**src/rtl/nsat_alu_pkg.sv**
```systemverilog
package nsat_alu_pkg;
  localparam int OP_W = 5;

  typedef enum logic [OP_W-1:0] {
    OP_SADD = 5'd0,  OP_SSUB = 5'd1,  OP_SMUL = 5'd2,  OP_FDIV = 5'd3,
    OP_FMOD = 5'd4,  OP_NEG  = 5'd5,  OP_WADD = 5'd6,  OP_WSUB = 5'd7,
    OP_BAND = 5'd8,  OP_BOR  = 5'd9,  OP_BXOR = 5'd10, OP_BNOT = 5'd11,
    OP_SHL  = 5'd12, OP_SHR  = 5'd13, OP_LAND = 5'd14, OP_LOR  = 5'd15,
    OP_LXOR = 5'd16, OP_LNOT = 5'd17, OP_EQ   = 5'd18, OP_NE   = 5'd19,
    OP_LT   = 5'd20, OP_GT   = 5'd21, OP_LE   = 5'd22, OP_GE   = 5'd23
  } alu_op_e;

  // opcodes whose result is NaN when an operand they use is NaN
  function automatic logic is_nan_aware(input logic [OP_W-1:0] op);
    return op <= OP_NEG;
  endfunction

  // opcodes served by the arithmetic unit
  function automatic logic is_arith_unit(input logic [OP_W-1:0] op);
    return op <= OP_WSUB;
  endfunction

  function automatic logic is_bool_result(input logic [OP_W-1:0] op);
    return (op >= OP_LAND) && (op <= OP_GE);
  endfunction
endpackage

```
**src/rtl/nsat_arith.sv**
```systemverilog
module nsat_arith
  import nsat_alu_pkg::*;
#(
  parameter int N = 16
) (
  input  logic [OP_W-1:0] op,
  input  logic [N-1:0]    a,
  input  logic [N-1:0]    b,
  output logic [N-1:0]    res,
  output logic            nan_hit,
  output logic            div_zero,
  output logic            clip_hit
);
  localparam logic [N-1:0] NAN  = {1'b1, {(N-1){1'b0}}};
  localparam logic [N-1:0] MAXV = {1'b0, {(N-1){1'b1}}};
  localparam logic [N-1:0] MINV = NAN + 1'b1;
  localparam logic signed [2*N-1:0] WMAX = {{N{1'b0}}, MAXV};
  localparam logic signed [2*N-1:0] WMIN = {{N{1'b1}}, MINV};

  function automatic logic [N-1:0] clamp_wide(input logic signed [2*N-1:0] v);
    if (v > WMAX)      return MAXV;
    else if (v < WMIN) return MINV;
    else               return v[N-1:0];
  endfunction

  function automatic logic out_of_range(input logic signed [2*N-1:0] v);
    return (v > WMAX) || (v < WMIN);
  endfunction

  // floor division: truncating divide, then step toward minus infinity
  function automatic logic [N-1:0] floor_divmod(input logic signed [N-1:0] x,
                                                input logic signed [N-1:0] y,
                                                input logic want_rem);
    logic signed [N-1:0] q;
    logic signed [N-1:0] r;
    q = x / y;
    r = x % y;
    if ((r != '0) && (r[N-1] != y[N-1])) begin
      q = q - 1'b1;
      r = r + y;
    end
    return want_rem ? r : q;
  endfunction

  logic signed [2*N-1:0] ax, bx, sum_w, dif_w, prd_w;
  logic [N-1:0]          b_safe;

  assign ax     = $signed({{N{a[N-1]}}, a});
  assign bx     = $signed({{N{b[N-1]}}, b});
  assign sum_w  = ax + bx;
  assign dif_w  = ax - bx;
  assign prd_w  = ax * bx;
  assign b_safe = (b == '0) ? {{(N-1){1'b0}}, 1'b1} : b;

  always_comb begin
    nan_hit  = is_nan_aware(op) && ((a == NAN) || ((b == NAN) && (op != OP_NEG)));
    div_zero = ((op == OP_FDIV) || (op == OP_FMOD)) && (b == '0);
    clip_hit = 1'b0;
    res      = '0;
    case (op)
      OP_SADD: begin res = clamp_wide(sum_w); clip_hit = out_of_range(sum_w); end
      OP_SSUB: begin res = clamp_wide(dif_w); clip_hit = out_of_range(dif_w); end
      OP_SMUL: begin res = clamp_wide(prd_w); clip_hit = out_of_range(prd_w); end
      OP_FDIV: res = floor_divmod($signed(a), $signed(b_safe), 1'b0);
      OP_FMOD: res = floor_divmod($signed(a), $signed(b_safe), 1'b1);
      OP_NEG:  res = (~a) + 1'b1;
      OP_WADD: res = a + b;
      OP_WSUB: res = a - b;
      default: res = '0;
    endcase
    if (nan_hit || div_zero) begin
      res      = NAN;
      clip_hit = 1'b0;
    end
  end
endmodule

```
**src/rtl/nsat_bitlogic.sv**
```systemverilog
module nsat_bitlogic
  import nsat_alu_pkg::*;
#(
  parameter int N = 16
) (
  input  logic [OP_W-1:0] op,
  input  logic [N-1:0]    a,
  input  logic [N-1:0]    b,
  output logic [N-1:0]    res
);
  localparam logic [N-1:0] SH_LIM = N[N-1:0];
  localparam logic [N-1:0] ONE    = {{(N-1){1'b0}}, 1'b1};

  function automatic logic [N-1:0] as_bool(input logic t);
    return t ? ONE : '0;
  endfunction

  logic ta, tb, too_far;
  assign ta      = (a != '0);
  assign tb      = (b != '0);
  assign too_far = (b >= SH_LIM);

  always_comb begin
    case (op)
      OP_BAND: res = a & b;
      OP_BOR:  res = a | b;
      OP_BXOR: res = a ^ b;
      OP_BNOT: res = ~a;
      OP_SHL:  res = too_far ? '0 : (a << b);
      OP_SHR:  res = too_far ? '0 : (a >> b);
      OP_LAND: res = as_bool(ta && tb);
      OP_LOR:  res = as_bool(ta || tb);
      OP_LXOR: res = as_bool(ta != tb);
      OP_LNOT: res = as_bool(!ta);
      OP_EQ:   res = as_bool(a == b);
      OP_NE:   res = as_bool(a != b);
      OP_LT:   res = as_bool($signed(a) <  $signed(b));
      OP_GT:   res = as_bool($signed(a) >  $signed(b));
      OP_LE:   res = as_bool($signed(a) <= $signed(b));
      OP_GE:   res = as_bool($signed(a) >= $signed(b));
      default: res = '0;
    endcase
  end
endmodule

```
**src/rtl/nsat_alu.sv**
```systemverilog
module nsat_alu
  import nsat_alu_pkg::*;
#(
  parameter int N = 16
) (
  input  logic            clk,
  input  logic            rst_n,
  input  logic            in_valid,
  input  logic [OP_W-1:0] in_op,
  input  logic [N-1:0]    in_a,
  input  logic [N-1:0]    in_b,
  output logic            out_valid,
  output logic [N-1:0]    out_result
);
  localparam logic [N-1:0] NAN  = {1'b1, {(N-1){1'b0}}};
  localparam logic [N-1:0] MAXV = {1'b0, {(N-1){1'b1}}};
  localparam logic [N-1:0] MINV = NAN + 1'b1;

  logic [N-1:0] arith_res, bits_res, next_res;
  logic         nan_hit, div_zero, clip_hit;

  nsat_arith #(.N(N)) u_arith (
    .op(in_op), .a(in_a), .b(in_b), .res(arith_res),
    .nan_hit(nan_hit), .div_zero(div_zero), .clip_hit(clip_hit)
  );

  nsat_bitlogic #(.N(N)) u_bits (
    .op(in_op), .a(in_a), .b(in_b), .res(bits_res)
  );

  assign next_res = is_arith_unit(in_op) ? arith_res : bits_res;

  always_ff @(posedge clk or negedge rst_n) begin
    if (!rst_n) begin
      out_valid  <= 1'b0;
      out_result <= '0;
    end else begin
      out_valid <= in_valid;
      if (in_valid) out_result <= next_res;
    end
  end

  // one-cycle latency and hold while idle
  a_r1_valid_next: assert property (@(posedge clk) disable iff (!rst_n)
    in_valid |=> out_valid);
  a_r1_idle_hold: assert property (@(posedge clk) disable iff (!rst_n)
    !in_valid |=> (!out_valid && $stable(out_result)));
  // NaN operand into an arithmetic opcode yields NaN
  a_r2_nan_prop: assert property (@(posedge clk) disable iff (!rst_n)
    (in_valid && nan_hit) |=> (out_result == NAN));
  // a clipped saturating result lands on one of the two limits
  a_r3_clip_limit: assert property (@(posedge clk) disable iff (!rst_n)
    (in_valid && clip_hit) |=> ((out_result == MAXV) || (out_result == MINV)));
  // saturating opcodes with valid operands never emit the NaN code
  a_r3_no_nan_code: assert property (@(posedge clk) disable iff (!rst_n)
    (in_valid && (in_op <= OP_SMUL) && (in_a != NAN) && (in_b != NAN))
      |=> (out_result != NAN));
  // zero divisor yields NaN
  a_r4_div_zero: assert property (@(posedge clk) disable iff (!rst_n)
    (in_valid && div_zero) |=> (out_result == NAN));
  // boolean results are 0 or 1
  a_r8_bool_result: assert property (@(posedge clk) disable iff (!rst_n)
    (in_valid && is_bool_result(in_op)) |=> (out_result[N-1:1] == '0));
endmodule

```
**config.mk**
```make
export PLATFORM = sky130hd
export DESIGN_NAME = nsat_alu
export DESIGN_NICKNAME = d
export VERILOG_FILES = /design/src/rtl/nsat_alu_pkg.sv /design/src/rtl/nsat_arith.sv /design/src/rtl/nsat_bitlogic.sv /design/src/rtl/nsat_alu.sv
export SDC_FILE = /design/constraint.sdc
export NUM_CORES = 2
export LEC_CHECK = 0
export BUFFER_PORTS_ARGS = -buffer_cell sky130_fd_sc_hd__buf_4
export CAP_MARGIN = 20
export CORE_UTILIZATION = 66
export CTS_CLUSTER_SIZE = 10
export DETAILED_ROUTE_END_ITERATION = 7
export MAX_ROUTING_LAYER = met4
export PLACE_DENSITY = 0.83
export SLEW_MARGIN = 10
export SYNTH_ARGS = -nofsm -noshare
export SYNTH_HDL_FRONTEND = slang
export SYNTH_SLANG_ARGS = --single-unit
```
**constraint.sdc**
```tcl
create_clock -name clk -period 1.95 [get_ports clk]
set_input_delay 0.39 -clock clk [delete_from_list [all_inputs] [get_ports clk]]
set_output_delay 0.39 -clock clk [all_outputs]
set_load 0.01 [all_outputs]
```
==> summary.md, run 1 <==
| Metric | Value |
|---|---|
| Status | `aborted with a tool error` |
| Stage reached | `clock tree synthesis (4_1_cts)` |
| Error | `[ERROR DPL-0038] Utilization greater than 100%, impossible to legalize` |
| Post-synth EDFFs | `0` |
| Top cells by count, synth | `nor2_1, nand2_1, inv_1` |
| Synth Cell Area | `0.02792 mm²` |
| CTS Root Cell | `clkbuf_16` |
| Height of the die | `207.7 µm` |
| Post-synthesis register bit count | `17` |
| CTS H-tree depth | `1` |
| Syn Area/Cell | `7.332 µm²` |
| Unique masters post-synth | `119` |
| Synth Area in Simple Gates | `21.75%` |
| Post-CTS sizing | `327` |
| Area leader, netlist | `fa_1` |
| Count leader, synth | `nor2_1` |
| Num rows | `between 70 and 80` |
| Clock Sinks | `17` |
| TritonCTS Buffers | `3` |
| Syn Nets | `4,425` |
| Largest family of logic cells by synthesized area | `adder cells` |
| HPWL Detailed | `around 130,000 µm` |
| Post-Synth Adder-Cell Area | `between 30% and 40%` |
| Ranking of synthesized cells by area | `fa_1, ha_1, nor2_1` |
| Compound-Gate Fraction of Synth Area | `25.86%` |
| Post-synthesis xor/xnor area fraction | `7.927%` |
| Synthesis Warnings | `0` |
| Io pins | `57` |
| Clock Tree Buf Depth | `2` |
| Top_reg_cell synth | `dfrtp_1` |
| Chip width | `207.7 µm` |
| Final GP Congestion | `1.380` |
| # placed instances | `5,491` |
| FFs w/ async S/R, synth | `100.0%` |
| IO buf count | `56` |
| Sequential cell area fraction in the yosys report | `1.524%` |
| Starting Density | `67.61%` |
| Proportion of synthesized area in mux cells | `under 10%` |
| Area share of the largest cell type after synthesis | `19.14%` |
| Setup Buffers After CTS | `135` |
| Post-synthesis cell count | `3,808` |
| CTS Hold Buffers Added | `1` |
## through the flow
stage                     area [µm²]  setup WS (ns)  TNS [ns]  utilization [%]
after global placement         38890         -27.91   -443.08            94.18
after floorplan                29120         -29.11   -458.22                -
after detailed placement       38900         -31.68   -500.35            94.19
## kinds of logic after synthesis
kind of cell / after synthesis
AND/OR/NAND/NOR: 1301
buffers and inverters: 584
flip-flops: 17
adder cells (fa/ha/maj): 577
XOR/XNOR: 251
AO/OA/AOI/OAI: 1036
multiplexers: 42
==> run 2, diff against run 1 <==
- CORE_UTILIZATION: 66 -> 40
- CTS_CLUSTER_SIZE: 10 -> default
- MAX_ROUTING_LAYER: met4 -> default
- PLACE_DENSITY: 0.83 -> default
- PLACE_DENSITY_LB_ADDON: default -> 0.15
==> summary.md, run 2 <==
| Metric | Value |
|---|---|
| Final-report setup violation count | `16` |
| Worst-Skew Late Latency | `0.26 ns` |
| Layout cells sized above 1 | `just over 40%` |
| Post-Synth Adder-Cell Area | `33.04% (unchanged)` |
| Crit. End Element | `register` |
| Layout Utilization | `63.54%` |
| Drt initial violations | `3,379` |
| Starting Density | `40.57% (-27 points)` |
| Slowest stage delay, CP | `a little under 0.6 ns` |
| HPWL Detailed | `115,400 µm (-10%)` |
| Synth Area in Simple Gates | `21.75% (unchanged)` |
| Max reg flops | `16` |
| Hold WS | `0.002240 ns` |
| DRC Markers | `0` |
| Sequential cell area | `425.4 µm²` |
| Top cells by count, synth | `nor2_1, nand2_1, inv_1` |
| FFs w/ async S/R, synth | `100.0% (unchanged)` |
| Proportion of synthesized area in mux cells | `1.833% (unchanged)` |
| Failing checks | `negative setup slack` |
| CTS Hold Buffers Added | `0 (-1)` |
| DR pass1 iterations | `8` |
| Total track usage | `39.32%` |
| Area share of the largest cell type after synthesis | `19.14% (unchanged)` |
| Area occupied by multi-input gates | `0.02794 mm²` |
| Final wirelength | `approximately 140,000 µm` |
| Most flops, register | `out_result` |
| Clock Sinks | `17 (unchanged)` |
| Routed Antenna Nets | `0` |
| Slew margin rel. | `45.03%` |
| Routed wire per std cell | `23.42 µm` |
| Filler Cell Count | `roughly 6,200` |
| Setup ws final | `-28.17 ns` |
| Crit path launch type | `input port` |
| Core area | `between 0.06 and 0.07 mm²` |
| Final GP Congestion | `1.064 (-23%)` |
| Tcrit/Tclk final | `1544%` |
| Finished Layout Cells | `6,175` |
| Post-synthesis xor/xnor area fraction | `7.927% (unchanged)` |
| Crit Path Category | `in -> reg` |
| Chip width | `266.2 µm (+28%)` |
| Worst-margin pin slew | `0.8187 ns` |
| CP max stage cell | `or4_4` |
| Biggest regs | `out_result x16, out_valid x1` |
| Status | `finished, violations left` |
| Syn Nets | `4,425 (unchanged)` |
| Commonest cells after routing, fill and taps aside | `buf_4, nand2_1, nor2_1` |
| TritonCTS Buffers | `3 (unchanged)` |
| Max FO, Critical Path | `7` |
| Largest family of logic cells by synthesized area | `adder cells` |
| Min-Delay Path Class | `in -> async` |
| Worst-path clk slew | `about 0.060 ns` |
| Post-synth EDFFs | `0 (unchanged)` |
| Count leader, synth | `nor2_1` |
| Total grt overflow | `0` |
| Ranking of synthesized cells by area | `fa_1, ha_1, nor2_1` |
| Slew Viols, Final | `0` |
| RSZ-0062 raised after global routing | `yes` |
| Vias per inst | `5.821` |
| CTS H-tree depth | `1 (unchanged)` |
| Sequential cell area fraction in the yosys report | `1.524% (unchanged)` |
| Area leader, netlist | `fa_1` |
| # Max-Cap Violations | `0` |
| Num rows | `96 (+30%)` |
| F_max | `33.21 MHz` |
| Initial antenna violation count | `2` |
| Post-synthesis register bit count | `17 (unchanged)` |
| Compound-Gate Fraction of Synth Area | `25.86% (unchanged)` |
| CTS Root Cell | `clkbuf_16` |
| Syn-to-layout area delta | `56.63%` |
| Syn Area/Cell | `7.332 µm² (unchanged)` |
| Clk_skew | `0 ns` |
| Final nets | `5,860` |
| Cell mode on critical path | `ha_4` |
| Synth Cell Area | `0.02792 mm² (unchanged)` |
| Largest net degree at the start of global routing | `54` |
| First-pass GRT wire length | `211,200 µm` |
| Height of the die | `266.2 µm (+28%)` |
| CTS tree | `done` |
| Final hold vios | `0` |
| Unique masters post-synth | `119 (unchanged)` |
| Vias | `approximately 36,000` |
| Critical Path AT | `about 30 ns` |
| Die Area | `0.07086 mm²` |
| Final min period | `about 30 ns` |
| Reg2reg path depth | `2` |
| IO buf count | `56 (unchanged)` |
| # placed instances | `5,983 (+9.0%)` |
| Post-synthesis cell count | `3,808 (unchanged)` |
| Clock Tree Buf Depth | `2 (unchanged)` |
| Synthesis Warnings | `0 (unchanged)` |
| Io pins | `57 (unchanged)` |
| Vias in the first global route | `around 35,000` |
| Data required, critical path | `approximately 2.1 ns` |
| Commonest non-fill, non-tap cell in the layout | `buf_4` |
| Top_reg_cell synth | `dfrtp_1` |
## run 2: cell counts after synthesis
No cell type changed its count.
## run 2: layout make-up
type,count,share of cell area [%]
diodes,2,0.01144
clock buffers,4,0.1802
inverters,384,3.344
multi-input cells,3208,63.90
flip-flops and latches,17,0.9727
well taps,931,2.664
repair buffers,1628,28.91
repair inverters,1,0.02003
## run 2: kinds of logic (layout without fill, tap and decap cells)
| family | count (synthesis) | count (layout) |
|---|---|---|
| other | 0 | 2 |
| XOR/XNOR | 251 | 251 |
| AO/OA/AOI/OAI | 1036 | 1036 |
| flip-flops | 17 | 17 |
| multiplexers | 42 | 42 |
| buffers and inverters | 584 | 2017 |
| AND/OR/NAND/NOR | 1301 | 1302 |
| adder cells (fa/ha/maj) | 577 | 577 |
## run 2: repair_timing
| item | 4_1_cts | 5_1_grt |
|---|---|---|
| buffers inserted | 108 | 80 |
| pin swaps | 123 | 194 |
| hold endpoints to repair | 0 | 0 |
| gates cloned | 3 | 0 |
| gates resized for setup | 151 | 280 |
| setup endpoints to repair | 16 | 16 |
## run 2: worst max-delay path, delay by kind of cell
family | cells | cell delay [ns]
mux | 3 | 0.98
xor+xnor | 4 | 0.75
buf+inv | 20 | 2.50
simple gates | 46 | 10.39
fa+ha+maj | 16 | 4.19
compound gates | 59 | 11.01
## run 2: through the flow
stage | setup TNS (ns) | instance area (µm²) | setup slack (ns)
3_5_place_dp | -472.01 | 40200 | -29.61
3_3_place_gp | -462.13 | 40200 | -28.98
4_1_cts | -439.58 | 41850 | -27.64
5_1_grt | -464.93 | 43730 | -29.22
6_report | -447.73 | 43730 | -28.17
2_1_floorplan | -458.22 | 29120 | -29.11
## run 2: layer usage
metal  track usage [%]  share of wire [%]  wire (µm)  vias to the layer above
li1                  -                  -          -                    16371
met1             49.39                 39      56490                    17310
met2             65.48                 46      66460                     1803
met3             4.806                8.3      11980                      456
met4             21.23                6.7       9652                        4
met5                 0              0.019         27                        -
## run 2: final timing paths
check | start | endpoint | slack [ns]
min reg2reg | out_result[1] | out_result[1] | 0.58
min in group clk | out_result[1] | out_result[1] | 0.58
max in group asynchronous | rst_n | out_result[3] | 1.74
max reg2reg | out_result[3] | out_result[3] | 1.13
max | in_b[7] | out_result[12] | -28.17
min | rst_n | out_result[9] | 0.002
Power of run 2 is not shown: default switching activity piles up to over one toggle a cycle in this logic, so the estimate is an artifact.
